--- src/rtl/brt_pkg.sv ---
package brt_pkg;

    localparam int CTRL_W = 11;

    typedef enum logic [3:0] {
        M_OFF         = 4'd0,
        M_A_ONLY      = 4'd1,
        M_A_OR_B      = 4'd2,
        M_A_THEN_B    = 4'd3,
        M_EV_B        = 4'd4,
        M_A_THEN_EVB  = 4'd5,
        M_A_AND_B     = 4'd6,
        M_A_AND_NOT_B = 4'd7,
        M_INSIDE      = 4'd8,
        M_OUTSIDE     = 4'd9,
        M_B_ONLY      = 4'd10
    } mode_e;

    typedef enum logic [1:0] {
        S_IDLE  = 2'd0,
        S_ARMED = 2'd1,
        S_DONE  = 2'd2
    } seq_e;

    typedef struct packed {
        logic       rwb_rd;
        logic       rwb_en;
        logic       rwa_rd;
        logic       rwa_en;
        logic       end_type;
        logic       detail;
        logic       wsel;
        logic [3:0] mode;
    } ctrl_t;

endpackage

--- src/rtl/brt_addr_cmp.sv ---
module brt_addr_cmp #(
    parameter int AW = 16
) (
    input  logic [AW-1:0] addr,
    input  logic [AW-1:0] cmp_a,
    input  logic [AW-1:0] cmp_b,
    input  logic          wsel,
    output logic          eq_a,
    output logic          eq_b,
    output logic          ge_a,
    output logic          le_b
);
    localparam logic [AW-1:0] WORD_MASK = {{(AW-1){1'b1}}, 1'b0};
    localparam logic [AW-1:0] BYTE_MASK = {AW{1'b1}};

    logic [AW-1:0] mask;
    logic [AW-1:0] a_eff;
    logic [AW-1:0] ca_eff;
    logic [AW-1:0] cb_eff;

    always_comb begin
        mask   = wsel ? WORD_MASK : BYTE_MASK;
        a_eff  = addr  & mask;
        ca_eff = cmp_a & mask;
        cb_eff = cmp_b & mask;
        eq_a   = (a_eff == ca_eff);
        eq_b   = (a_eff == cb_eff);
        ge_a   = (a_eff >= ca_eff);
        le_b   = (a_eff <= cb_eff);
    end
endmodule

--- src/rtl/brt_mode_res.sv ---
module brt_mode_res
    import brt_pkg::*;
(
    input  ctrl_t ctrl,
    input  logic  bus_rd,
    output mode_e eff_mode,
    output logic  evonly,
    output logic  is_end,
    output logic  qa,
    output logic  qb,
    output logic  b_full,
    output logic  b_not
);
    always_comb begin
        unique case (ctrl.mode)
            4'd1:    eff_mode = M_A_ONLY;
            4'd2:    eff_mode = M_A_OR_B;
            4'd3:    eff_mode = M_A_THEN_B;
            4'd4:    eff_mode = ctrl.detail ? M_B_ONLY : M_EV_B;
            4'd5:    eff_mode = ctrl.detail ? M_A_THEN_B : M_A_THEN_EVB;
            4'd6:    eff_mode = M_A_AND_B;
            4'd7:    eff_mode = M_A_AND_NOT_B;
            4'd8:    eff_mode = M_INSIDE;
            4'd9:    eff_mode = M_OUTSIDE;
            default: eff_mode = M_OFF;
        endcase
        evonly = (eff_mode == M_EV_B) || (eff_mode == M_A_THEN_EVB);
        is_end = ctrl.end_type && !evonly;
        // word select overrides any direction qualification
        qa     = ctrl.wsel || !ctrl.rwa_en || (bus_rd == ctrl.rwa_rd);
        qb     = ctrl.wsel || !ctrl.rwb_en || (bus_rd == ctrl.rwb_rd);
        b_full = ctrl.wsel || !ctrl.rwb_en || (bus_rd == ctrl.rwb_rd);
        b_not  = ctrl.wsel || (ctrl.rwb_en && (bus_rd != ctrl.rwb_rd));
    end
endmodule

--- src/rtl/brt_seq.sv ---
module brt_seq
    import brt_pkg::*;
(
    input  logic  clk,
    input  logic  rst_n,
    input  logic  clr,
    input  logic  valid,
    input  mode_e eff_mode,
    input  logic  evonly,
    input  logic  is_end,
    input  logic  qa,
    input  logic  qb,
    input  logic  b_full,
    input  logic  b_not,
    input  logic  eq_a,
    input  logic  eq_b,
    input  logic  ge_a,
    input  logic  le_b,
    output logic  flag_a,
    output logic  flag_b,
    output logic  trig,
    output logic  trig_is_end
);
    seq_e state_q, state_d;
    logic set_a, set_b, fire;
    logic m_a, m_b, in_a, in_b, out_a, out_b;

    always_comb begin
        m_a   = eq_a && qa;
        m_b   = eq_b && qb;
        in_a  = ge_a && qa;
        in_b  = le_b && qb;
        out_a = !ge_a && qa;
        out_b = !le_b && qb;
    end

    always_comb begin
        state_d = state_q;
        set_a   = 1'b0;
        set_b   = 1'b0;
        fire    = 1'b0;
        if (clr) begin
            state_d = S_IDLE;
        end else if (valid) begin
            unique case (eff_mode)
                M_A_ONLY: begin
                    set_a = m_a;
                    fire  = m_a;
                end
                M_B_ONLY, M_EV_B: begin
                    set_b = m_b;
                    fire  = m_b;
                end
                M_A_OR_B: begin
                    set_a = m_a;
                    set_b = m_b;
                    fire  = m_a || m_b;
                end
                M_A_THEN_B, M_A_THEN_EVB: begin
                    unique case (state_q)
                        S_IDLE: begin
                            if (m_a) begin
                                set_a   = 1'b1;
                                state_d = S_ARMED;
                            end
                        end
                        S_ARMED: begin
                            if (m_b) begin
                                set_b   = 1'b1;
                                fire    = 1'b1;
                                state_d = evonly ? S_ARMED : S_DONE;
                            end
                        end
                        default: state_d = S_DONE;
                    endcase
                end
                M_A_AND_B: begin
                    set_a = m_a && b_full;
                    set_b = m_a && b_full;
                    fire  = m_a && b_full;
                end
                M_A_AND_NOT_B: begin
                    set_a = m_a && b_not;
                    fire  = m_a && b_not;
                end
                M_INSIDE: begin
                    set_a = in_a && in_b;
                    set_b = in_a && in_b;
                    fire  = in_a && in_b;
                end
                M_OUTSIDE: begin
                    set_a = out_a;
                    set_b = out_b;
                    fire  = out_a || out_b;
                end
                default: begin
                    fire = 1'b0;
                end
            endcase
        end
    end

    // state register
    always_ff @(posedge clk) begin
        if (!rst_n) state_q <= S_IDLE;
        else        state_q <= state_d;
    end

    // registered outputs
    always_ff @(posedge clk) begin
        if (!rst_n || clr) begin
            flag_a      <= 1'b0;
            flag_b      <= 1'b0;
            trig        <= 1'b0;
            trig_is_end <= 1'b0;
        end else begin
            flag_a      <= flag_a | set_a;
            flag_b      <= flag_b | set_b;
            trig        <= fire;
            trig_is_end <= fire && is_end;
        end
    end
endmodule

--- src/rtl/bus_range_trigger.sv ---
module bus_range_trigger
    import brt_pkg::*;
#(
    parameter int AW = 16
) (
    input  logic          clk,
    input  logic          rst_n,
    input  logic          bus_valid,
    input  logic [AW-1:0] bus_addr,
    input  logic          bus_rd,
    input  logic          cfg_we,
    input  logic [1:0]    cfg_addr,
    input  logic [AW-1:0] cfg_wdata,
    input  logic          flag_clr,
    output logic          flag_a,
    output logic          flag_b,
    output logic          trig,
    output logic          trig_is_end
);
    localparam logic [1:0] SEL_CTRL = 2'd0;
    localparam logic [1:0] SEL_A    = 2'd1;
    localparam logic [1:0] SEL_B    = 2'd2;

    ctrl_t         ctrl_q;
    logic [AW-1:0] cmp_a_q;
    logic [AW-1:0] cmp_b_q;

    always_ff @(posedge clk) begin
        if (!rst_n) begin
            ctrl_q  <= '0;
            cmp_a_q <= '0;
            cmp_b_q <= '0;
        end else if (cfg_we) begin
            if (cfg_addr == SEL_CTRL) ctrl_q  <= ctrl_t'(cfg_wdata[CTRL_W-1:0]);
            if (cfg_addr == SEL_A)    cmp_a_q <= cfg_wdata;
            if (cfg_addr == SEL_B)    cmp_b_q <= cfg_wdata;
        end
    end

    logic  eq_a, eq_b, ge_a, le_b;
    mode_e eff_mode;
    logic  evonly, is_end, qa, qb, b_full, b_not;

    brt_addr_cmp #(.AW(AW)) u_cmp (
        .addr  (bus_addr),
        .cmp_a (cmp_a_q),
        .cmp_b (cmp_b_q),
        .wsel  (ctrl_q.wsel),
        .eq_a  (eq_a),
        .eq_b  (eq_b),
        .ge_a  (ge_a),
        .le_b  (le_b)
    );

    brt_mode_res u_res (
        .ctrl     (ctrl_q),
        .bus_rd   (bus_rd),
        .eff_mode (eff_mode),
        .evonly   (evonly),
        .is_end   (is_end),
        .qa       (qa),
        .qb       (qb),
        .b_full   (b_full),
        .b_not    (b_not)
    );

    brt_seq u_seq (
        .clk         (clk),
        .rst_n       (rst_n),
        .clr         (flag_clr || cfg_we),
        .valid       (bus_valid),
        .eff_mode    (eff_mode),
        .evonly      (evonly),
        .is_end      (is_end),
        .qa          (qa),
        .qb          (qb),
        .b_full      (b_full),
        .b_not       (b_not),
        .eq_a        (eq_a),
        .eq_b        (eq_b),
        .ge_a        (ge_a),
        .le_b        (le_b),
        .flag_a      (flag_a),
        .flag_b      (flag_b),
        .trig        (trig),
        .trig_is_end (trig_is_end)
    );
endmodule

--- config.mk ---
export PLATFORM = sky130hd
export DESIGN_NAME = bus_range_trigger
export DESIGN_NICKNAME = d
export VERILOG_FILES = /design/src/rtl/brt_pkg.sv /design/src/rtl/brt_addr_cmp.sv /design/src/rtl/brt_mode_res.sv /design/src/rtl/brt_seq.sv /design/src/rtl/bus_range_trigger.sv
export SDC_FILE = /design/constraint.sdc
export NUM_CORES = 1
export LEC_CHECK = 0
export BUFFER_PORTS_ARGS = -buffer_cell sky130_fd_sc_hd__buf_2
export CORE_MARGIN = 2
export CORE_UTILIZATION = 61
export DETAILED_ROUTE_END_ITERATION = 10
export GPL_ROUTABILITY_DRIVEN = 0
export PLACE_DENSITY = 0.85
export SETUP_SLACK_MARGIN = 0.4
export SLEW_MARGIN = 20
export SYNTH_ARGS = -nofsm -noshare
export SYNTH_HDL_FRONTEND = slang
export SYNTH_SLANG_ARGS = --single-unit
--- constraint.sdc ---
create_clock -name clk -period 6.5 [get_ports clk]
set_input_delay 1.3 -clock clk [delete_from_list [all_inputs] [get_ports clk]]
set_output_delay 1.3 -clock clk [all_outputs]
set_load 0.05 [all_outputs]
* Yosys cells after proc, flatten, opt, wreduce, memory -nomap -nowiden *
Cells that the tools add are included.
Widths: inputs -> output; s select.

storage, ports and cells
  bits in registers = 49
  bits of input ports = 40

cells by class
  magnitude comparators = 2
  equal/unequal tests = 29
  multiplexer cells = 21
  bitwise gates (word level) = 6
  reduce and logical (&&, ||, !) cells = 39

operators with widths
  operator            number
  $and 16x16->16      3
  $pmux 4 s9          1
  $eq 16x16->1        2
  $eq 4x3->1 const B  8
  $eq 4x4->1 const B  5
  $eq 4x2->1 const B  4
  $ge 16x16->1        1
  $le 16x16->1        1
  $logic_and 1x1->1   12
  $mux 1              11
  $logic_or 1x1->1    10
  $eq 4x1->1 const B  2
  $pmux 1 s8          1
  $reduce_or 2->1     4
  $logic_not 1->1     6
  $mux 2              3
  $pmux 1 s6          1
  $reduce_and 2->1    3
  $pmux 1 s5          1
  $eq 2x1->1 const B  2
  $logic_not 2->1     2
  $mux 4              1
  $ne 2x1->1 const B  2
  $pmux 2 s2          1
  8 further kinds     10

* Depth between registers and ports, before layout *
  depth after elaboration = 10
  depth in mapped cells = 9
  mapped depth without buffers = 9

* Cells and area by module *
A second synthesis with hierarchy kept.

second synthesis, totals
  cells, all modules = 357
  area, all modules = 3,080.5 um2

by module, submodules not included
  module             times used  cells each  area an instance (um2)  seq. area each (um2)
  bus_range_trigger  1           161         1,621.6                 860.8
  brt_addr_cmp       1           111         810.8                   0.0
  brt_seq            1           68          514.2                   120.1
  brt_mode_res       1           17          133.9                   0.0

* Worst setup path after synthesis *
OpenSTA, ideal clock, no wires.

  path kind = input port to flip-flop
  start point = input port bus_addr[14]
  end point = register u_seq.flag_b
  library setup time = 59 ps
  arrival time = 2,995 ps
  setup slack = 3,446 ps
  cell stages on the path = 8
  path buffers = 0
  path through = ha_1 > nand4_1 > nor3_2 > nand4_2 > mux2_4 > a211o_1 > a221oi_1 > o21a_1

on the way
  cells in the longest elaborated chain, start to end = 9
  elaborated cells between the ends (all ways) = 19
  those cells by class = order compare: 2; eq/ne: 2; mux: 5; bitwise: 2; reduce/logical: 8

RTL lines
  what                                                                  RTL line                source
  start: declaration                                                    bus_range_trigger.sv:9  input logic [AW-1:0] bus_addr,
  $and 16x16->16 (*)                                                    brt_addr_cmp.sv:23      a_eff = addr & mask;
  parallel branches: the longest is 4 deep, another holds $le 16x16->1  -
  $pmux 1 s5 (*)                                                        brt_seq.sv:45           unique case (eff_mode)
  $mux 1 (*)                                                            brt_seq.sv:44           end else if (valid) begin
  $mux 1 (*)                                                            brt_seq.sv:42           if (clr) begin
  $or 1x1->1 (*)                                                        brt_seq.sv:118          flag_b <= flag_b | set_b;
  end signal: assignment                                                brt_seq.sv:118
  end: declaration                                                      brt_seq.sv:20           output logic flag_b,

Every way passes the cells marked *.
A chain may end at the register's enable or synchronous reset.

* Worst setup path after layout *
Ends and elaborated chain as after synthesis.

==> impl_metrics.json <==
{
  "status": "finished clean",
  "clockBufferDepth": 2,
  "diodes": 0,
  "ys_ff_latch": 49,
  "cts_tree": "built",
  "synth_top_family_by_area": "simple AND/OR/NAND/NOR gates",
  "worstPathArrival_ps": 3330,
  "rows": 25,
  "synth_warnings": 0,
  "grt_use_total_pct": 26.9,
  "post_route_cells_drive_above_1_share_pct": 13.8,
  "synth_area_leaders": "dfxtp_1, ha_1, nand2_1",
  "viasPerCell": 5.69,
  "synth_fa_ha_area_share_pct": 13.8,
  "dr.pass1.iters": 4,
  "fin_area_um2": 3230,
  "internal_power_uw": 427,
  "syn_to_final_growth_pct": 11.1,
  "syn-num-nets": 432,
  "grt_start_max_net_pins": 45,
  "rr_startpoint": "cmp_b_q[14]",
  "fin_setup_tns_ps": 0,
  "clockPowerShare_pct": 30.0,
  "hold_violations": 0,
  "power_leakage_uw": 0.00127,
  "crit_chain": "buf_2 -> ha_1 -> nand4_1 -> nor3_2 -> nand4_2 -> mux2_4 -> a211o_1 -> a221oi_1 -> o21a_1",
  "path_max_fanout": 4,
  "postRouteWirelength_um": 6690,
  "die_x_um": 73.1,
  "netlist_area_um2": 2910,
  "nets": 469,
  "design.core.area_um2": 4660,
  "multi_input_area_um2": 1770,
  "numPortBuffers": 43,
  "ys_seq_area_share_pct": 33.7,
  "swShare_pct": 27.0,
  "switchingPower_uw": 158,
  "grt_pass1_wl_um": 11100,
  "crit_path_start_kind": "input pin",
  "h-tree-depth": 2,
  "reg2reg_depth": 9,
  "grt_antenna_before_repair": 0,
  "boundaryPins": 44,
  "p_total_uw": 584,
  "grt_pass1_vias": 2494,
  "setup_viol": 0,
  "antenna_left": 0,
  "fmax_mhz": 325,
  "pwr-share-comb_pct": 16.1,
  "root_buffer": "clkbuf_8",
  "worstHoldStart": "cmp_a_q[10]",
  "critPathRequiredTime_ps": 6750,
  "post_cts_buffers": 0,
  "synth-compound-area-share_pct": 17.9,
  "ir_drop_mv": 0.148,
  "synth_area_per_cell_um2": 8.08,
  "synthCells": 360,
  "synthSimpleGateAreaFrac_pct": 24.0,
  "synth_top_area_share_pct": 33.7,
  "grt-ovfl-total": 0,
  "hold_path_class": "register to register",
  "path_clk_slew_ps": 80,
  "die-area_um2": 5340,
  "crit_path_top_delay_cell": "mux2_4",
  "place_hpwl_um": 5120,
  "cp_top_family": "compound AO/OA/AOI/OAI gates",
  "hold_slack_ps": 466,
  "post_cts_resized": 0,
  "clkLatencyLatePin_ps": 300,
  "synth.distinct_cells": 46,
  "powerDensity_nw_per_um2": 181,
  "cp.buffers_inverters": 1,
  "max_stage_delay_ps": 330,
  "relSlewSlack_pct": 45.4,
  "end_kind": "register",
  "post-route-min-period_ps": 3080,
  "rrSetupSlack_ps": 4140,
  "synth_mux_area_share_pct": 3.96,
  "clock-sinks": 49,
  "cap_violations": 0,
  "synth_xor_xnor_area_share_pct": 0.602,
  "hold_buffers": 0,
  "tightest_slew_ps": 817,
  "r2r_end": "u_seq.flag_b",
  "start_util_pct": 62.4,
  "finalMaxSlewViolations": 0,
  "seq_power_share_pct": 53.9,
  "dpl-instance-area_um2": 3150,
  "die_h_um": 73.1,
  "fin_crit_sh_pct": 47.3,
  "numCtsBuffers": 5,
  "drc": 0,
  "drt-initial-drc-count": 177,
  "min_to": "cmp_a_q[10]",
  "regArea_um2": 981,
  "yosysTopAreaCell": "dfxtp_1",
  "rsz0062_at_grt": "no",
  "min_path_cells": 2,
  "vias": 2574,
  "path_class": "input pin to register",
  "fin_worst_skew_ps": 2.31,
  "routedWlPerCell_um": 14.8,
  "n_fill_cell": 398,
  "final_util_pct": 69.4
}
## metal layers
metal	global-route usage, %	wire (um)	part of all wire, %	vias to the layer above
li1	-	-	-	1301
met1	35.2	2920	44	1199
met2	44.8	3280	49	68
met3	4.83	403	6.0	6
met4	8.44	94	1.4	0
met5	0	0	0	-
## final cells by class
class,instances,share of cell area (%)
multi-input cells,265,54.6
well taps,54,2.09
flip-flops and latches,49,30.3
inverters,33,3.83
repair buffers,43,6.66
clock buffers,8,2.48
## power by group through the flow
stage / combinational [uW] / sequential, uW / clock, uW
floorplan: 59.0 / 320 / 0
global placement: 88.9 / 322 / 0
detailed placement: 92.8 / 322 / 0
CTS: 93.2 / 315 / 176
global route: 106 / 316 / 184
finish: 94.0 / 315 / 175
## worst max-delay path by stage
stage	start	end	slack, ps	cells after the start
final	bus_addr[14]	u_seq.flag_b	3420	9
after CTS	bus_addr[14]	u_seq.flag_b	3430	9
after floorplan	bus_addr[14]	u_seq.flag_b	3450	8
after global placement	bus_addr[14]	u_seq.flag_b	3200	9
after global routing	bus_addr[14]	u_seq.flag_b	3300	9
after detailed placement	bus_addr[14]	u_seq.flag_b	3120	9
## stage by stage
stage               setup WS (ps)  cells
finish                       3420    452
global route                 3300    452
CTS                          3430    452
detailed placement           3120    444
global placement             3200    444
floorplan                    3450    360
## state kept, by name, indices dropped and copies added, names as in the netlist
| name | count |
|---|---|
| u_seq.flag_a | 1 |
| u_seq.trig_is_end | 1 |
| u_seq.state_q | 2 |
| ctrl_q | 11 |
| cmp_b_q | 16 |
| u_seq.flag_b | 1 |
| u_seq.trig | 1 |
| cmp_a_q | 16 |
## logic make-up after synthesis
group / count (synthesis)
compound gates: 77
mux: 11
xor+xnor: 2
simple gates: 143
buf+inv: 46
fa+ha+maj: 32
flops: 49
## cell usage after synthesis, drive strengths merged
| cell | number |
|---|---|
| and4 | 2 |
| o21a | 3 |
| a211o | 1 |
| nand2 | 80 |
| o31ai | 1 |
| nor2b | 15 |
| and3b | 2 |
| o211ai | 2 |
| inv | 33 |
| clkbuf | 12 |
| or4 | 1 |
| and2 | 1 |
| a221oi | 2 |
| a221o | 1 |
| a21boi | 33 |
| xor2 | 2 |
| and3 | 3 |
| nor3 | 2 |
| nor4 | 2 |
| a22o | 1 |
| buf | 1 |
| a31oi | 1 |
| nand2b | 3 |
| o21ai | 9 |
| or2 | 1 |
| ha | 32 |
| nand4 | 7 |
| nand3 | 6 |
| mux2i | 10 |
| mux2 | 1 |
| nor3b | 4 |
| nor4b | 1 |
| nand3b | 3 |
| a21o | 3 |
| a21oi | 17 |
| a211oi | 1 |
| dfxtp | 49 |
| nor2 | 10 |
| a32oi | 1 |
| o221ai | 1 |
## placed cells by master (no fill, tap or decap), types with 3 or more instances in the layout
cell,count
nand2_1,80
dfxtp_1,49
buf_2,43
inv_1,33
ha_1,32
a21boi_0,29
a21oi_1,17
nor2b_1,15
mux2i_1,10
nor2_1,10
o21ai_0,7
nand4_1,6
nand3_1,6
clkbuf_8,5
a21boi_1,4
nand2b_1,3
nand3b_1,3
a21o_1,3
and3_1,3
o21a_1,3
clkbuf_1,3
## worst min-delay path, delay by kind of cell, from the launching register on
kind	cells	cell delay, ps
AND/OR/NAND/NOR	1	40
AO/OA/AOI/OAI	1	60
flip-flops	1	320
Note: power is estimated with default switching activity, not from simulation.
